===== src/rtl/refill_walk_pkg.sv =====
package refill_walk_pkg;

  typedef enum logic [2:0] {
    W_IDLE    = 3'd0,
    W_XLAT    = 3'd1,
    W_FETCH   = 3'd2,
    W_INSTALL = 3'd3,
    W_FAIL    = 3'd4
  } walk_state_t;

  localparam int unsigned PAGE_SHIFT = 12;
  localparam logic [31:0] PAGE_MASK  = ~((32'd1 << PAGE_SHIFT) - 32'd1);

  // Virtual address of the page-table entry covering va
  function automatic logic [31:0] pte_vaddr_of(input logic [31:0] base,
                                               input logic [31:0] va);
    return (base | (va >> 10)) & ~32'h3;
  endfunction

  function automatic logic [1:0] pte_ring(input logic [31:0] pte);
    return 2'(pte >> 4);
  endfunction

  function automatic logic [3:0] pte_attr(input logic [31:0] pte);
    return 4'(pte);
  endfunction

  function automatic logic [31:0] page_frame(input logic [31:0] x);
    return x & PAGE_MASK;
  endfunction

  function automatic logic [7:0] asid_for_ring(input logic [31:0] rasid,
                                               input logic [1:0]  ring);
    return 8'(rasid >> {ring, 3'b000});
  endfunction

endpackage


===== src/rtl/refill_walk_ctrl.sv =====
module refill_walk_ctrl
  import refill_walk_pkg::*;
(
  input  logic        clk,
  input  logic        rst_n,
  input  logic        miss_valid,
  input  logic        miss_is_data,
  input  logic [31:0] miss_vaddr,
  input  logic [31:0] ptbase,
  input  logic        xlat_resp_valid,
  input  logic        xlat_ok,
  input  logic [31:0] xlat_paddr,
  input  logic        mem_resp_valid,
  input  logic        mem_err,
  input  logic [31:0] mem_rdata,
  output walk_state_t state_q,
  output logic [31:0] va_q,
  output logic [31:0] pte_va_q,
  output logic [31:0] pa_q,
  output logic [31:0] pte_q,
  output logic        side_q,
  output logic        accept,
  output logic        install,
  output logic        fail
);

  walk_state_t state_d;

  assign accept  = (state_q == W_IDLE) && miss_valid;
  assign install = (state_q == W_INSTALL);
  assign fail    = (state_q == W_FAIL);

  always_comb begin
    state_d = state_q;
    unique case (state_q)
      W_IDLE:    if (miss_valid) state_d = W_XLAT;
      W_XLAT:    if (xlat_resp_valid) state_d = xlat_ok ? W_FETCH : W_FAIL;
      W_FETCH:   if (mem_resp_valid) state_d = mem_err ? W_FAIL : W_INSTALL;
      W_INSTALL: state_d = W_IDLE;
      W_FAIL:    state_d = W_IDLE;
      default:   state_d = W_IDLE;
    endcase
  end

  always_ff @(posedge clk or negedge rst_n) begin
    if (!rst_n) begin
      state_q  <= W_IDLE;
      va_q     <= '0;
      pte_va_q <= '0;
      pa_q     <= '0;
      pte_q    <= '0;
      side_q   <= 1'b0;
    end else begin
      state_q <= state_d;
      if (accept) begin
        va_q     <= miss_vaddr;
        side_q   <= miss_is_data;
        pte_va_q <= pte_vaddr_of(ptbase, miss_vaddr);
      end
      if (state_q == W_XLAT && xlat_resp_valid && xlat_ok) pa_q <= xlat_paddr;
      if (state_q == W_FETCH && mem_resp_valid && !mem_err) pte_q <= mem_rdata;
    end
  end

endmodule


===== src/rtl/refill_victim_picker.sv =====
module refill_victim_picker #(
  parameter int unsigned WAY_W = 2
) (
  input  logic             clk,
  input  logic             rst_n,
  input  logic             advance,
  output logic [WAY_W-1:0] victim
);

  logic [WAY_W-1:0] cnt_q;

  // Pre-increment: the victim is the value the counter is about to take
  assign victim = cnt_q + 1'b1;

  always_ff @(posedge clk or negedge rst_n) begin
    if (!rst_n)       cnt_q <= '0;
    else if (advance) cnt_q <= victim;
  end

endmodule


===== src/rtl/refill_entry_former.sv =====
module refill_entry_former
  import refill_walk_pkg::*;
#(
  parameter int unsigned IDX_W = 2
) (
  input  logic [31:0]      va,
  input  logic [31:0]      pte,
  input  logic [31:0]      rasid,
  output logic [31:0]      vpn,
  output logic [IDX_W-1:0] index,
  output logic [31:0]      ppn,
  output logic [7:0]       asid,
  output logic [3:0]       attr
);

  assign vpn   = page_frame(va);
  assign index = IDX_W'(va >> PAGE_SHIFT);
  assign ppn   = page_frame(pte);
  assign attr  = pte_attr(pte);
  assign asid  = asid_for_ring(rasid, pte_ring(pte));

endmodule


===== src/rtl/refill_walker.sv =====
module refill_walker
  import refill_walk_pkg::*;
#(
  parameter int unsigned WAY_W = 2,
  parameter int unsigned IDX_W = 2
) (
  input  logic             clk,
  input  logic             rst_n,
  input  logic             miss_valid,
  input  logic [31:0]      miss_vaddr,
  input  logic             miss_is_data,
  input  logic [31:0]      ptbase,
  input  logic [31:0]      ring_asid,
  output logic             busy,
  output logic             xlat_req,
  output logic [31:0]      xlat_vaddr,
  input  logic             xlat_resp_valid,
  input  logic             xlat_ok,
  input  logic [31:0]      xlat_paddr,
  output logic             mem_req,
  output logic [31:0]      mem_addr,
  input  logic             mem_resp_valid,
  input  logic             mem_err,
  input  logic [31:0]      mem_rdata,
  output logic             tlbw_valid,
  output logic             tlbw_is_data,
  output logic [WAY_W-1:0] tlbw_way,
  output logic [IDX_W-1:0] tlbw_index,
  output logic [31:0]      tlbw_vpn,
  output logic [31:0]      tlbw_ppn,
  output logic [7:0]       tlbw_asid,
  output logic [3:0]       tlbw_attr,
  output logic [31:0]      exc_vaddr,
  output logic             done,
  output logic             done_ok
);

  walk_state_t walk_state;
  logic [31:0] walk_va;
  logic [31:0] walk_pte;
  logic        walk_accept;
  logic        walk_install;
  logic        walk_fail;
  logic        walk_side;

  refill_walk_ctrl i_ctrl (
    .clk             (clk),
    .rst_n           (rst_n),
    .miss_valid      (miss_valid),
    .miss_is_data    (miss_is_data),
    .miss_vaddr      (miss_vaddr),
    .ptbase          (ptbase),
    .xlat_resp_valid (xlat_resp_valid),
    .xlat_ok         (xlat_ok),
    .xlat_paddr      (xlat_paddr),
    .mem_resp_valid  (mem_resp_valid),
    .mem_err         (mem_err),
    .mem_rdata       (mem_rdata),
    .state_q         (walk_state),
    .va_q            (walk_va),
    .pte_va_q        (xlat_vaddr),
    .pa_q            (mem_addr),
    .pte_q           (walk_pte),
    .side_q          (walk_side),
    .accept          (walk_accept),
    .install         (walk_install),
    .fail            (walk_fail)
  );

  refill_victim_picker #(.WAY_W(WAY_W)) i_victim (
    .clk     (clk),
    .rst_n   (rst_n),
    .advance (walk_install),
    .victim  (tlbw_way)
  );

  refill_entry_former #(.IDX_W(IDX_W)) i_former (
    .va    (walk_va),
    .pte   (walk_pte),
    .rasid (ring_asid),
    .vpn   (tlbw_vpn),
    .index (tlbw_index),
    .ppn   (tlbw_ppn),
    .asid  (tlbw_asid),
    .attr  (tlbw_attr)
  );

  assign busy         = (walk_state != W_IDLE);
  assign xlat_req     = (walk_state == W_XLAT);
  assign mem_req      = (walk_state == W_FETCH);
  assign tlbw_valid   = walk_install;
  assign tlbw_is_data = walk_side;
  assign done         = walk_install | walk_fail;
  assign done_ok      = walk_install;

  always_ff @(posedge clk or negedge rst_n) begin
    if (!rst_n)            exc_vaddr <= '0;
    else if (walk_install) exc_vaddr <= walk_va;
  end

endmodule


===== config.mk =====
export PLATFORM = sky130hd
export DESIGN_NAME = refill_walker
export DESIGN_NICKNAME = d
export VERILOG_FILES = /design/src/rtl/refill_walk_pkg.sv /design/src/rtl/refill_walk_ctrl.sv /design/src/rtl/refill_victim_picker.sv /design/src/rtl/refill_entry_former.sv /design/src/rtl/refill_walker.sv
export SDC_FILE = /design/constraint.sdc
export NUM_CORES = 1
export LEC_CHECK = 0
export BUFFER_PORTS_ARGS = -buffer_cell sky130_fd_sc_hd__buf_2
export CAP_MARGIN = 20
export CORE_UTILIZATION = 35
export CTS_BUF_LIST = sky130_fd_sc_hd__clkbuf_4 sky130_fd_sc_hd__clkbuf_8
export CTS_CLUSTER_DIAMETER = 40
export DETAILED_ROUTE_END_ITERATION = 10
export PLACE_DENSITY_LB_ADDON = 0.3
export SLEW_MARGIN = 30
export SYNTH_ARGS = -nofsm -noshare
export SYNTH_HDL_FRONTEND = slang
export SYNTH_SLANG_ARGS = --single-unit
export TNS_END_PERCENT = 20

===== constraint.sdc =====
create_clock -name clk -period 2.5 [get_ports clk]
set_input_delay 0 -clock clk [delete_from_list [all_inputs] [get_ports clk]]
set_output_delay 0 -clock clk [all_outputs]
set_load 0.02 [all_outputs]

==> run metrics <==
pin slew with the least headroom to its limit 0.707 ns; clock share of power 15.9%; CP arrival 2.35 ns; First-pass DRT Iterations 4; Die Height between 100 and 150 um; Switching Share about 41%; post-CTS setup buffers 0; Fin. Hold Viols 0; cell with the most instances after synthesis dfrtp_1; Post-synth EDFFs 0; TritonCTS clock tree built; CP delay by family, top simple AND/OR/NAND/NOR gates; post-layout util 51.5%; power per cell area 1190 nW/um^2; Pint about 0.0070 W; Core Region 19500 um^2; period utilization roughly four fifths; startpoint types flop; Inserted Clock Buffers 17; crit end category flop; CTS Root Cell clkbuf_8; register bit total from synthesis 158; final setup fails 0; DRC errors left 0; WP data required between 2 and 3 ns; Worst Skew 0.0159 ns; NetSw 0.00494 W; layout cell share with drive strength beyond 1 55.4%; Max IR drop VDD 0.000500 V; Hold Path Class in -> reg; Flop pwr share 37.7%; gr ovfl total 0; fin worst setup slack between 0.4 and 0.5 ns; initial core utilization 35.6%; # diodes 0; num rows between 50 and 60; antenna viol nets, final 0; Worst-Skew Late Latency 0.46 ns; RD Place Congestion 0.742; post-synthesis async set-or-reset flop share 100%; vias per std cell 4.41; Worst-path clk slew ~0.11 ns; mean area per synthesized cell 14.3 um^2; Final #Nets 1052; die width 143 um; Slowest-stage cell, CP dfrtp_1; mapped cell area 6940 um^2; dpl hpwl about 12000 um; highest clock rate approximately 0.5 GHz; top cell type's share of synthesized area 57.0%; dominant cell type by area after synthesis dfrtp_1; Post-Syn Instances 484; Placement Setup Slack 0.529 ns; crit-path cells nor3b_2 > and3_2 > buf_12 > mux2_2; initial antenna violation count 0; worst path bufs/invs 1; sequential area share after synthesis between 50% and 60%; # IOs 351; Routed wire per std cell 15.4 um; Max-Cap Viols 0; DIE AREA 20400 um^2; routed wire length 17900 um; dominant synthesized flop cell dfrtp_1; post-route setup TNS 0 ns; synth warn 0; CTS sink count 158; Comb pwr share between 40% and 50%; Iter 0 DRT Violations 177; outcome completed; fin. max-slew vios 0; vias in the first global route about 5.4k; PortBufs about 320; synth cell count leaders 158 x dfrtp_1, 100 x mux2_2, 76 x buf_4; Lkg Pwr 4.90 nW; total global-route track usage 17.7%; synth unique cells 31; H-tree levels 4; slew margin rel. 52.9%; Setup CP Type reg -> reg; first-pass GRT wire length 27300 um; post-route minimum period 2.00 ns; top cells by area, synth dfrtp_1 57%, mux2_2 16%, buf_4 8.2%; largest net degree at the start of global routing 84; crit-path max FO 23; RSZ-0062 raised after global routing false; Clock Tree Buf Depth 2; area grow syn2layout 44.5%; Vias 5119; CP max stage delay between 0.5 and 0.6 ns
-- cell usage in the layout (no fill, tap or decap), types with 5 or more instances in the layout --
cell and count:
dfrtp_1 158, conb_1 26, mux4_2 8, a21oi_1 20, mux2_4 29, nor2_1 43, dlygate4sd3_1 129, inv_8 5
buf_2 315, mux2_2 100, clkbuf_8 17
-- registers in the layout (all words and copies together), names as in the netlist --
register,cells
exc_vaddr,32
i_ctrl.pa_q,32
i_ctrl.pte_q,26
i_ctrl.pte_va_q,30
i_ctrl.side_q,1
i_ctrl.state_q,3
i_ctrl.va_q,32
i_victim.cnt_q,2
-- power by group through the flow --
stage	clock network, W	logic [W]	registers (W)
2_1_floorplan	0	0.00332	0.00529
4_1_cts	0.00199	0.00558	0.00451
3_3_place_gp	0	0.00534	0.00451
6_report	0.00190	0.00555	0.00451
5_1_grt	0.00208	0.00592	0.00470
3_5_place_dp	0	0.00540	0.00454
-- path summary, 6_finish.rpt --
kind	start	end	slack, ns	cells past startpoint
setup / recovery	i_ctrl.state_q[0]	i_ctrl.pa_q[31]	0.50	4
hold / removal	mem_resp_valid	i_ctrl.state_q[2]	0.05	4
setup reg to reg	i_ctrl.state_q[0]	i_ctrl.pa_q[31]	0.50	4
hold reg to reg	exc_vaddr[1]	exc_vaddr[1]	0.49	1
max in group asynchronous	rst_n	i_ctrl.pa_q[23]	1.59	3
min in group asynchronous	rst_n	i_ctrl.pa_q[13]	0.10	2
-- layout make-up --
cell class | instances | area, um^2
fill | 1660 | 9440
inverter | 3 | 11.3
clock inverter | 15 | 173
tap | 265 | 332
timing repair buffer | 452 | 2980
multi-input combinational | 252 | 2340
clock buffer | 17 | 234
sequential | 158 | 3950
-- tightest hold or removal path, cell delays in order --
cell     delay, ns
buf_2         0.13
nand2_1       0.09
nor3b_1       0.18
nor3_1        0.07
-- per-layer routing --
layer | track usage, % | part of all wire [%] | vias to the layer above
met3 | 5.43 | 7.1 | 34
met1 | 18.3 | 37 | 2514
li1 | - | - | 2355
met5 | 0 | 0 | -
met2 | 32.6 | 53 | 216
met4 | 8.04 | 3.0 | 0
-- cells by family after synthesis --
family,Yosys count,share of synthesized area [%]
AOI/OAI and AO/OA,25,1.97
xor gates and xnor gates,3,0.379
buffers and inverters,99,10.8
DFF,158,57.0
muxes,141,25.8
other,1,0.0541
and+or+nand+nor,57,4.04
-- per-stage QoR --
stage | hold WS, ns | std cells | total power, W | area, um^2
floorplan | -0.296 | 509 | 0.00861 | 7030
global route | 0.101 | 1162 | 0.0127 | 10000
detailed placement | 0.0686 | 1001 | 0.00994 | 8330
finish | 0.0476 | 1162 | 0.0120 | 10000
CTS | 0.00884 | 1162 | 0.0121 | 10000
global placement | 0.0681 | 1001 | 0.00985 | 8330
-- timing repair --
item                      in CTS  in global routing
hold buffers                 129                  0
hold endpoints to repair     196                  0
resized for setup              0                  0
(Power assumes the default switching activity.)
